--- config.mk ---
export PLATFORM = sky130hd
export DESIGN_NAME = hostram_arbiter
export DESIGN_NICKNAME = d
export VERILOG_FILES = /design/src/rtl/hra_pkg.sv /design/src/rtl/hra_sync.sv /design/src/rtl/hra_holdoff.sv /design/src/rtl/hra_prio.sv /design/src/rtl/hostram_arbiter.sv
export SDC_FILE = /design/constraint.sdc
export NUM_CORES = 1
export LEC_CHECK = 0
export BUFFER_PORTS_ARGS = -buffer_cell sky130_fd_sc_hd__buf_2
export CAP_MARGIN = 10
export CORE_MARGIN = 10
export CORE_UTILIZATION = 33
export CTS_CLUSTER_SIZE = 28
export DETAILED_ROUTE_END_ITERATION = 16
export GPL_TIMING_DRIVEN = 1
export PLACE_DENSITY = 0.61
export SLEW_MARGIN = 0
export SYNTH_ARGS = -nofsm -noshare
export SYNTH_HDL_FRONTEND = slang
export SYNTH_HIERARCHICAL = 1
export SYNTH_SLANG_ARGS = --single-unit
--- constraint.sdc ---
create_clock -name clk -period 2.8 [get_ports clk]
set_input_delay 0 -clock clk [delete_from_list [all_inputs] [get_ports clk]]
set_output_delay 0 -clock clk [all_outputs]
set_load 0.01 [all_outputs]
--- src/rtl/hra_pkg.sv ---
package hra_pkg;

    typedef enum logic [1:0] {
        PH_IDLE   = 2'd0,
        PH_SETUP  = 2'd1,
        PH_STROBE = 2'd2
    } wr_phase_e;

    function automatic logic in_ram_cycle(input wr_phase_e ph);
        return (ph == PH_SETUP) || (ph == PH_STROBE);
    endfunction

endpackage

--- src/rtl/hra_sync.sv ---
module hra_sync (
    input  logic clk,
    input  logic rst,
    input  logic cs_n,
    input  logic wr_n,
    output logic detect,
    output logic qualifying
);
    logic raw, smp_a, smp_b, taken;

    assign raw        = ~cs_n & ~wr_n;
    assign detect     = smp_a & smp_b & ~taken;
    assign qualifying = smp_a & ~taken;

    always_ff @(posedge clk) begin
        if (rst) begin
            smp_a <= 1'b0;
            smp_b <= 1'b0;
            taken <= 1'b0;
        end else begin
            smp_a <= raw;
            smp_b <= smp_a;
            if (detect)
                taken <= 1'b1;
            else if (!smp_a)
                taken <= 1'b0;
        end
    end


    detect_once_chk: assert property (@(posedge clk) disable iff (rst)
        detect |=> !detect);

endmodule

--- src/rtl/hra_holdoff.sv ---
module hra_holdoff #(
    parameter int HOLD_W = 6
) (
    input  logic              clk,
    input  logic              rst,
    input  logic              load,
    input  logic [HOLD_W-1:0] cfg,
    output logic              busy
);
    logic [HOLD_W-1:0] cnt;

    assign busy = (cnt != '0);

    always_ff @(posedge clk) begin
        if (rst)
            cnt <= '0;
        else if (load)
            cnt <= cfg;
        else if (busy)
            cnt <= cnt - 1'b1;
    end


    holdoff_idle_stays_chk: assert property (@(posedge clk) disable iff (rst)
        (!busy && !load) |=> !busy);

endmodule

--- src/rtl/hra_prio.sv ---
module hra_prio #(
    parameter int N = 3
) (
    input  logic         en,
    input  logic [N-1:0] req,
    output logic [N-1:0] gnt
);
    genvar i;
    generate
        for (i = 0; i < N; i++) begin : g_lane
            if (i == 0) begin : g_top
                assign gnt[i] = en & req[i];
            end else begin : g_rest
                assign gnt[i] = en & req[i] & ~(|req[i-1:0]);
            end
        end
    endgenerate
endmodule

--- src/rtl/hostram_arbiter.sv ---
module hostram_arbiter #(
    parameter int ADDR_W  = 18,
    parameter int DATA_W  = 16,
    parameter int NUM_INT = 3,
    parameter int HOLD_W  = 6
) (
    input  logic               clk,
    input  logic               rst,
    input  logic               host_cs_n,
    input  logic               host_wr_n,
    input  logic [ADDR_W-1:0]  host_addr,
    input  logic [DATA_W-1:0]  host_data,
    input  logic [NUM_INT-1:0] int_req,
    input  logic [HOLD_W-1:0]  holdoff_cfg,
    output logic [NUM_INT-1:0] int_gnt,
    output logic               ram_cs_n,
    output logic               ram_we_n,
    output logic [ADDR_W-2:0]  ram_addr,
    output logic [DATA_W-1:0]  ram_data,
    output logic               ram_data_oe,
    output logic               abuf_en,
    output logic               dlat_en,
    output logic               dlat_dir,
    output logic [DATA_W-1:0]  cmd_reg,
    output logic               cmd_wr,
    output logic               wr_drop
);
    import hra_pkg::*;

    localparam int SEL_BIT = ADDR_W - 1;
    localparam int RAM_AW  = ADDR_W - 1;

    typedef struct packed {
        logic [RAM_AW-1:0] addr;
        logic [DATA_W-1:0] data;
    } ram_acc_t;

    wr_phase_e ph;
    ram_acc_t  acc;
    logic      detect, qualifying, hold_busy, int_any, blocked, ram_busy;

    hra_sync u_sync (
        .clk        (clk),
        .rst        (rst),
        .cs_n       (host_cs_n),
        .wr_n       (host_wr_n),
        .detect     (detect),
        .qualifying (qualifying)
    );

    hra_holdoff #(.HOLD_W(HOLD_W)) u_hold (
        .clk  (clk),
        .rst  (rst),
        .load (ph == PH_STROBE),
        .cfg  (holdoff_cfg),
        .busy (hold_busy)
    );

    hra_prio #(.N(NUM_INT)) u_prio (
        .en  (ph == PH_IDLE),
        .req (int_req),
        .gnt (int_gnt)
    );

    assign int_any  = |int_req;
    assign blocked  = (ph != PH_IDLE) | int_any | hold_busy;
    assign ram_busy = in_ram_cycle(ph);

    always_ff @(posedge clk) begin
        if (rst) begin
            ph      <= PH_IDLE;
            acc     <= '0;
            cmd_reg <= '0;
            cmd_wr  <= 1'b0;
            wr_drop <= 1'b0;
        end else begin
            cmd_wr  <= 1'b0;
            wr_drop <= 1'b0;
            case (ph)
                PH_SETUP:  ph <= PH_STROBE;
                PH_STROBE: ph <= PH_IDLE;
                default:   ph <= PH_IDLE;
            endcase
            if (detect) begin
                if (host_addr[SEL_BIT]) begin
                    cmd_reg <= host_data;
                    cmd_wr  <= 1'b1;
                end else if (blocked) begin
                    wr_drop <= 1'b1;
                end else begin
                    ph       <= PH_SETUP;
                    acc.addr <= host_addr[RAM_AW-1:0];
                    acc.data <= host_data;
                end
            end
        end
    end

    assign ram_cs_n    = ~ram_busy;
    assign ram_we_n    = ~(ph == PH_STROBE);
    assign ram_addr    = acc.addr;
    assign ram_data    = acc.data;
    assign ram_data_oe = ram_busy;
    assign abuf_en     = ram_busy | qualifying;
    assign dlat_en     = ram_busy | qualifying;
    assign dlat_dir    = ram_busy;


    we_needs_cs_chk: assert property (@(posedge clk) disable iff (rst)
        !ram_we_n |-> !ram_cs_n);


    we_after_setup_chk: assert property (@(posedge clk) disable iff (rst)
        $fell(ram_we_n) |-> $past(!ram_cs_n && ram_we_n));


    gnt_onehot_chk: assert property (@(posedge clk) disable iff (rst)
        $onehot0(int_gnt));


    gnt_excl_chk: assert property (@(posedge clk) disable iff (rst)
        (|int_gnt) |-> ram_cs_n);


    drop_no_start_chk: assert property (@(posedge clk) disable iff (rst)
        $fell(ram_cs_n) |-> !wr_drop);


    cmd_no_ram_chk: assert property (@(posedge clk) disable iff (rst)
        cmd_wr |-> !$fell(ram_cs_n) && !wr_drop);

endmodule

==> results of run 1 <==
-- Yosys cell counts, drive strengths merged, types with 4 or more instances --
cell type,n,area (sq um)
inv,7,26.3
nor3,7,46.3
dfxtp,62,1240
nor2b,4,40.0
nand2,39,146
nand2b,68,425
a21oi,18,90.1
buf,5,48.8
ha,5,62.6
mux2i,33,330
clkbuf,14,52.6
-- worst register-to-register path: cells and delay by family (launching register included) --
family,cells,cell delay (ps)
buffers and inverters,2,680
DFF,1,350
and+or+nand+nor,4,1090
adders and majority gates,1,190
-- area by class of cell --
class / count / area (sq um) / share of cell area (%)
Clock buffer: 10 / 138 / 3.44
Clock inverter: 6 / 85.1 / 2.13
Inverter: 7 / 26.3 / 0.657
Multi-Input combinational cell: 204 / 1380 / 34.5
Sequential cell: 62 / 1240 / 31.0
Tap cell: 105 / 131 / 3.29
Timing Repair Buffer: 152 / 996 / 24.9
-- per-layer routing --
metal	global-route usage [%]	wire length, um
met1	13.1	3180
met2	19.4	3400
met3	4.44	528
met4	6.17	150
met5	0	0
-- repair_timing --
item | 4_1_cts | 5_1_grt
endpoints found under the setup margin | 0 | 0
gates resized for setup | 0 | 0
hold buffers | 43 | 0
hold endpoints to repair | 57 | 0
-- kinds of logic (layout without fill, tap and decap cells) --
kind of cell | count (synthesis) | after routing
compound gates | 29 | 29
xor+xnor | 3 | 3
buf+inv | 26 | 175
simple gates | 134 | 134
fa+ha+maj | 5 | 5
mux | 33 | 33
flops | 62 | 62
-- power groups by stage --
stage	combinational, mW	clock [mW]	sequential (mW)
after global placement	0.373	0	0.979
after CTS	0.423	0.903	0.961
final	0.422	0.868	0.963
after floorplan	0.282	0	0.974
after detailed placement	0.374	0	0.981
after global routing	0.461	0.949	0.967
-- worst min path at each step --
| stage | cells after the start | to | slack, ps | startpoint |
|---|---|---|---|---|
| 3_5_place_dp | 2 | u_sync/smp_a | 170 | host_cs_n |
| 2_1_floorplan | 1 | u_sync/smp_b | 70 | rst |
| 3_3_place_gp | 2 | u_sync/smp_a | 170 | host_cs_n |
| 6_report | 3 | wr_drop | 80 | host_addr[17] |
| 4_1_cts | 3 | wr_drop | 60 | host_addr[17] |
| 5_1_grt | 3 | wr_drop | 110 | host_addr[17] |
==> impl_results.md, run 1 <==
- Dpl cell area: 3340 sq um
- Grt total ovfl: 0
- CP cell instances: inv_1 > ha_1 > nor2b_1 > nand2_1 > or4b_4 > nor4_1 > dlygate4sd3_1
- Syn Std Cell Area: 2750 sq um
- Crit start category: flop
- GPL Wtd Cong: 0.739
- Num rows: 33
- Pin count of the biggest net entering global routing: 57
- Net Sw Power: 0.580 mW
- Critical Path End Type: flop
- CORE AREA: 8180 sq um
- CTS tree: done
- Slew margin rel.: 48.0%
- Critical path class: flop to flop
- Clock power share: 38.5%
- Area growth from synthesis to layout: 45.4%
- FF-to-FF path depth: 7
- Critical Path Start: u_hold/cnt[0]
- CP required: 3070 ps
- Crit path capture: ph[0]
- Hold Path Class: input pin to flop
- Compound-Gate Fraction of Synth Area: 6.74%
- Yosys warning count: 6
- Initial DRT Pass Iterations: 4
- Most common cell after layout, fill and taps aside: buf_2
- Max-cap violations: 0
- Outcome: completed
- PwrDens: 564 nW/um^2
- Critical Path AT: 2640 ps
- Placed wire-length estimate: 5080 um
- CTS Buf Count: 9
- Total Power: 2.25 mW
- Comb power frac: 18.7%
- Switching Share: 25.8%
- CP bufs+invs: 2
- Slowest stage delay, CP: 600 ps
- Worst vdd ir: 0.000251 V
- Reg-to-reg slack, setup: 430 ps
- Root Driver: clkbuf_8
- Fillcell total: 774
- Multiplexer area fraction after synthesis: 12.0%
- Port Buf Inserts: 106
- CTS Buffer Depth: 2
- Final WS setup: 429 ps
- Chip Width: 111 um
- Setup TNS: 0 ps
- ANT cells: 0
- Internal power: 1.67 mW
- Residual DRC: 0
- Max reg flops: 17
- Final hold violation count: 0
- Die height: 111 um
- Final period util: 84.7%
- Simple-gate share of the synthesized area: 28.2%
- Final Non-Filler Cells: 546
- Main combinational cell family by area after synthesis: simple AND/OR/NAND/NOR gates
- # nets final: 488
- Wire length per cell: 13.3 um
- Final instance area: 4000 sq um
- Measured slew at the worst slew-check pin: 779 ps
- Overall global routing resource usage: 11.9%
- Share of cells above drive strength 1: 31.3%
- R2R Path End: ph[0]
- Placed insts: 487
- Leak Pwr: 1.69 nW
- Worst path depth: 7
- Max Slew Vio Count: 0
- Post-Syn Area per Cell: 9.41 sq um
- Vias: 2,390
- Seq pwr share: 42.7%
- Via density: 4.38
- Main synth FF type: dfxtp_1
- Adder-cell area share of the yosys netlist: 2.28%
- Worst reg2reg startpoint: u_hold/cnt[0]
- Syn Nets: 344
- CTS sink cnt: 62
- Mapped Cells: 292
- Initial antenna violation count: 0
- Seq/Total Area, Yosys: 45.2%
- Setup bufs post-CTS: 0
- ANT nets after route: 0
- Register bit total from synthesis: 62
- Worst hold slack: 77.1 ps
- EDFF count, synth: 0
- Vias in the first global route: 2,557
- Library cells used by synthesis: 35
- Fin util: 48.9%
- Post-route minimum period: 2370 ps
- Peak fanout along the critical path: 5
- H-tree Lvls: 3
- Final setup viols: 0
- Xor and xnor area share after synthesis: 0.956%
- Clock-pin slew on the worst setup and hold paths: 70 ps
- IO Pins: 107
- Clk_lat worst skew: 330 ps
- Pre-CTS setup slack: 467 ps
- Initial core utilization: 33.6%
- CP max stage cell: or4b_4
- Top delay family on crit path: simple AND/OR/NAND/NOR gates
- FFs w/ async S/R, synth: 0%
- WL final: 7260 um
- DIE AREA: 12,400 sq um
- RSZ-0062 raised after global routing: no
- Setup Skew: 8.22 ps
- First-pass GRT wire length: 12,300 um
- Max Clock Freq: 422 MHz
- Most frequent cells in the layout: buf_2, nand2b_1, dfxtp_1
- Initial DRC Count: 43
Power figures use the tool's default switching activity.
==> run 2, diff against run 1 <==
==> constraint.sdc (replaced) <==
create_clock -name clk -period 2.4 [get_ports clk]
set_input_delay 0 -clock clk [delete_from_list [all_inputs] [get_ports clk]]
set_output_delay 0 -clock clk [all_outputs]
set_load 0.01 [all_outputs]
==> run 2 against run 1 <==
  * Clock skew grew 1.4 ps
  * Cell area is 0.66% higher
  * Cell count rose by 0.18%
  * Fmax rose by 3.6%
  * Clock power grew 14%
  * Hold slack better by 5.0 ps
  * Critical path type unchanged
  * Critical endpoint unchanged
  * Largest cell class unchanged
==> impl_results.md, run 2 (same netlist as run 1, synthesis figures left out) <==
- Fin util: 49.2% (+0.32 points)
- Routed wl met2: 3580 um (+5.3%)
- Worst reg2reg startpoint: u_hold/cnt[0]
- Placed wire-length estimate: 5180 um (+1.8%)
- Max reg flops: 17 (unchanged)
- Max-cap violations: 0 (unchanged)
- PwrDens: 654 nW/um^2 (+16%)
- Met3 wire length: 454 um (-14%)
- Overall global routing resource usage: 11.8% (-0.028 points)
- CTS tree: done
- Outcome: completed
- WHS Path Cells: 3 (unchanged)
- Hold Path Class: input pin to flop
- Leak Pwr: 1.70 nW (+0.52%)
- Max Clock Freq: 437 MHz (+3.6%)
- Slew margin rel.: 53.5% (+5.5 points)
- FF-to-FF path depth: 7 (unchanged)
- Die height: 111 um (unchanged)
- Max layer used: met4
- Critical Path End Type: flop
- Setup Skew: 9.64 ps (+1.42 ps)
- Vias in the first global route: 2,534 (-0.90%)
- Measured slew at the worst slew-check pin: 696 ps (-83.6 ps)
- Wire length per cell: 13.5 um (+1.6%)
- Chip Width: 111 um (unchanged)
- Critical Path AT: 2570 ps (-70 ps)
- Final hold violation count: 0 (unchanged)
- Worst Hold End: wr_drop
- Clk_lat worst skew: 330 ps (about the same)
- Reg-to-reg slack, setup: 110 ps (-320 ps)
- Root Driver: clkbuf_8
- Initial DRT Pass Iterations: 4 (unchanged)
- Initial DRC Count: 71 (+65%)
- CTS Buffer Depth: 2 (unchanged)
- Setup bufs post-CTS: 0 (unchanged)
- ANT cells: 0 (unchanged)
- Initial core utilization: 33.6% (unchanged)
- Most common cell after layout, fill and taps aside: buf_2
- Min-delay src: host_addr[17]
- Max Slew Vio Count: 0 (unchanged)
- IO Pins: 107 (unchanged)
- RSZ-0062 raised after global routing: yes
- Final period util: 95.3% (+11 points)
- Critical path class: flop to flop
- CTS Buf Count: 9 (unchanged)
- Vias: 2,438 (+2.0%)
- Most frequent cells in the layout: buf_2, nand2b_1, dfxtp_1
- WL final: 7380 um (+1.7%)
- CP required: 2680 ps (-390 ps)
- Final setup viols: 0 (unchanged)
- Post-route minimum period: 2290 ps (-82.4 ps)
- Dpl cell area: 3380 sq um (+0.97%)
- Clock-pin slew on the worst setup and hold paths: 70 ps (about the same)
- Via density: 4.46 (+1.8%)
- Peak fanout along the critical path: 5 (unchanged)
- DIE AREA: 12,400 sq um (unchanged)
- CTS sink cnt: 62 (unchanged)
- Share of cells above drive strength 1: 31.7% (+0.38 points)
- # nets final: 489 (+0.20%)
- Worst vdd ir: 0.000281 V (+12%)
- H-tree Lvls: 3 (unchanged)
- Setup TNS: 0 ps (unchanged)
- ANT nets after route: 0 (unchanged)
- Num rows: 33 (unchanged)
- Crit start category: flop
- GPL Wtd Cong: 0.742 (+0.49%)
- First-pass GRT wire length: 12,200 um (-1.1%)
- Routed met1 length: 3190 um (+0.50%)
- CORE AREA: 8180 sq um (unchanged)
- Initial antenna violation count: 0 (unchanged)
- R2R Path End: ph[0]
- Area growth from synthesis to layout: 46.4%
- Port Buf Inserts: 106 (unchanged)
- Final instance area: 4020 sq um (+0.66%)
- Grt total ovfl: 0 (unchanged)
- Residual DRC: 0 (unchanged)
- Pin count of the biggest net entering global routing: 59 (+3.5%)
==> run 2: changes by cell type in the layout (fill, tap and decap cells not counted) <==
cell        before  now
clkinv_4         0    1
clkinvlp_4       2    1
clkbuf_8        10    9
clkbuf_1         0    1
nor2b_1          2    1
inv_2            1    2
buf_4            2    1
nor2b_2          0    1
buf_12           1    3
inv_1            6    5
==> run 2: worst max path at each step <==
stage | from | endpoint | slack (ps) | cells past startpoint
3_3_place_gp | u_hold/cnt[0] | ram_data[7] | 190 | 8
6_report | u_hold/cnt[0] | ph[0] | 110 | 7
2_1_floorplan | u_hold/cnt[0] | ram_addr[0] | 240 | 8
5_1_grt | u_hold/cnt[0] | ph[0] | -0.02 | 7
4_1_cts | u_hold/cnt[0] | ph[0] | 60 | 7
3_5_place_dp | u_hold/cnt[0] | ram_addr[6] | 90 | 8
==> run 2: through the flow <==
step	hold WS [ps]	instances	setup slack [ps]	power, mW
final	82.1	547	112	2.63
after global routing	102	547	-0.0180	2.77
after CTS	78.5	547	64.9	2.66
after detailed placement	192	488	89.0	1.61
after global placement	185	488	189	1.59
after floorplan	68.2	292	242	1.47
==> run 2: final cells by class <==
type	instances	area [sq um]
timing repair buffer	153	1030
clock buffer	10	128
sequential	62	1240
multi-input combinational	204	1380
clock inverter	6	86.3
inverter	7	26.3
fill	803	4150
tap	105	131
==> run 2: worst max-delay path, cell delays in order (launching register included) <==
cell           delay (ps)
dfxtp_1               360
inv_2                  90
ha_1                  180
nor2b_2               170
nand2_1               120
or4b_4                590
nor4_1                170
dlygate4sd3_1         570
==> run 2: where the power goes <==
group	leakage [nW]	switching, mW	internal (mW)
Sequential	0.501	0.0545	1.07
Combinational	1.09	0.228	0.287
Clock	0.106	0.406	0.583
Total	1.70	0.688	1.94
==> run 2: what timing repair did <==
| action | CTS | global route |
|---|---|---|
| resized for setup | 0 | 2 |
| hold endpoints to repair | 57 | 0 |
| setup endpoints to repair | 0 | 22 |
| hold buffers | 43 | 0 |
==> run 2: routing by layer <==
layer  GRT usage [%]  up-vias
met5               0        -
met4            7.03        0
met3            3.79       10
met2            20.0       65
met1            12.6     1117
li1                -     1246
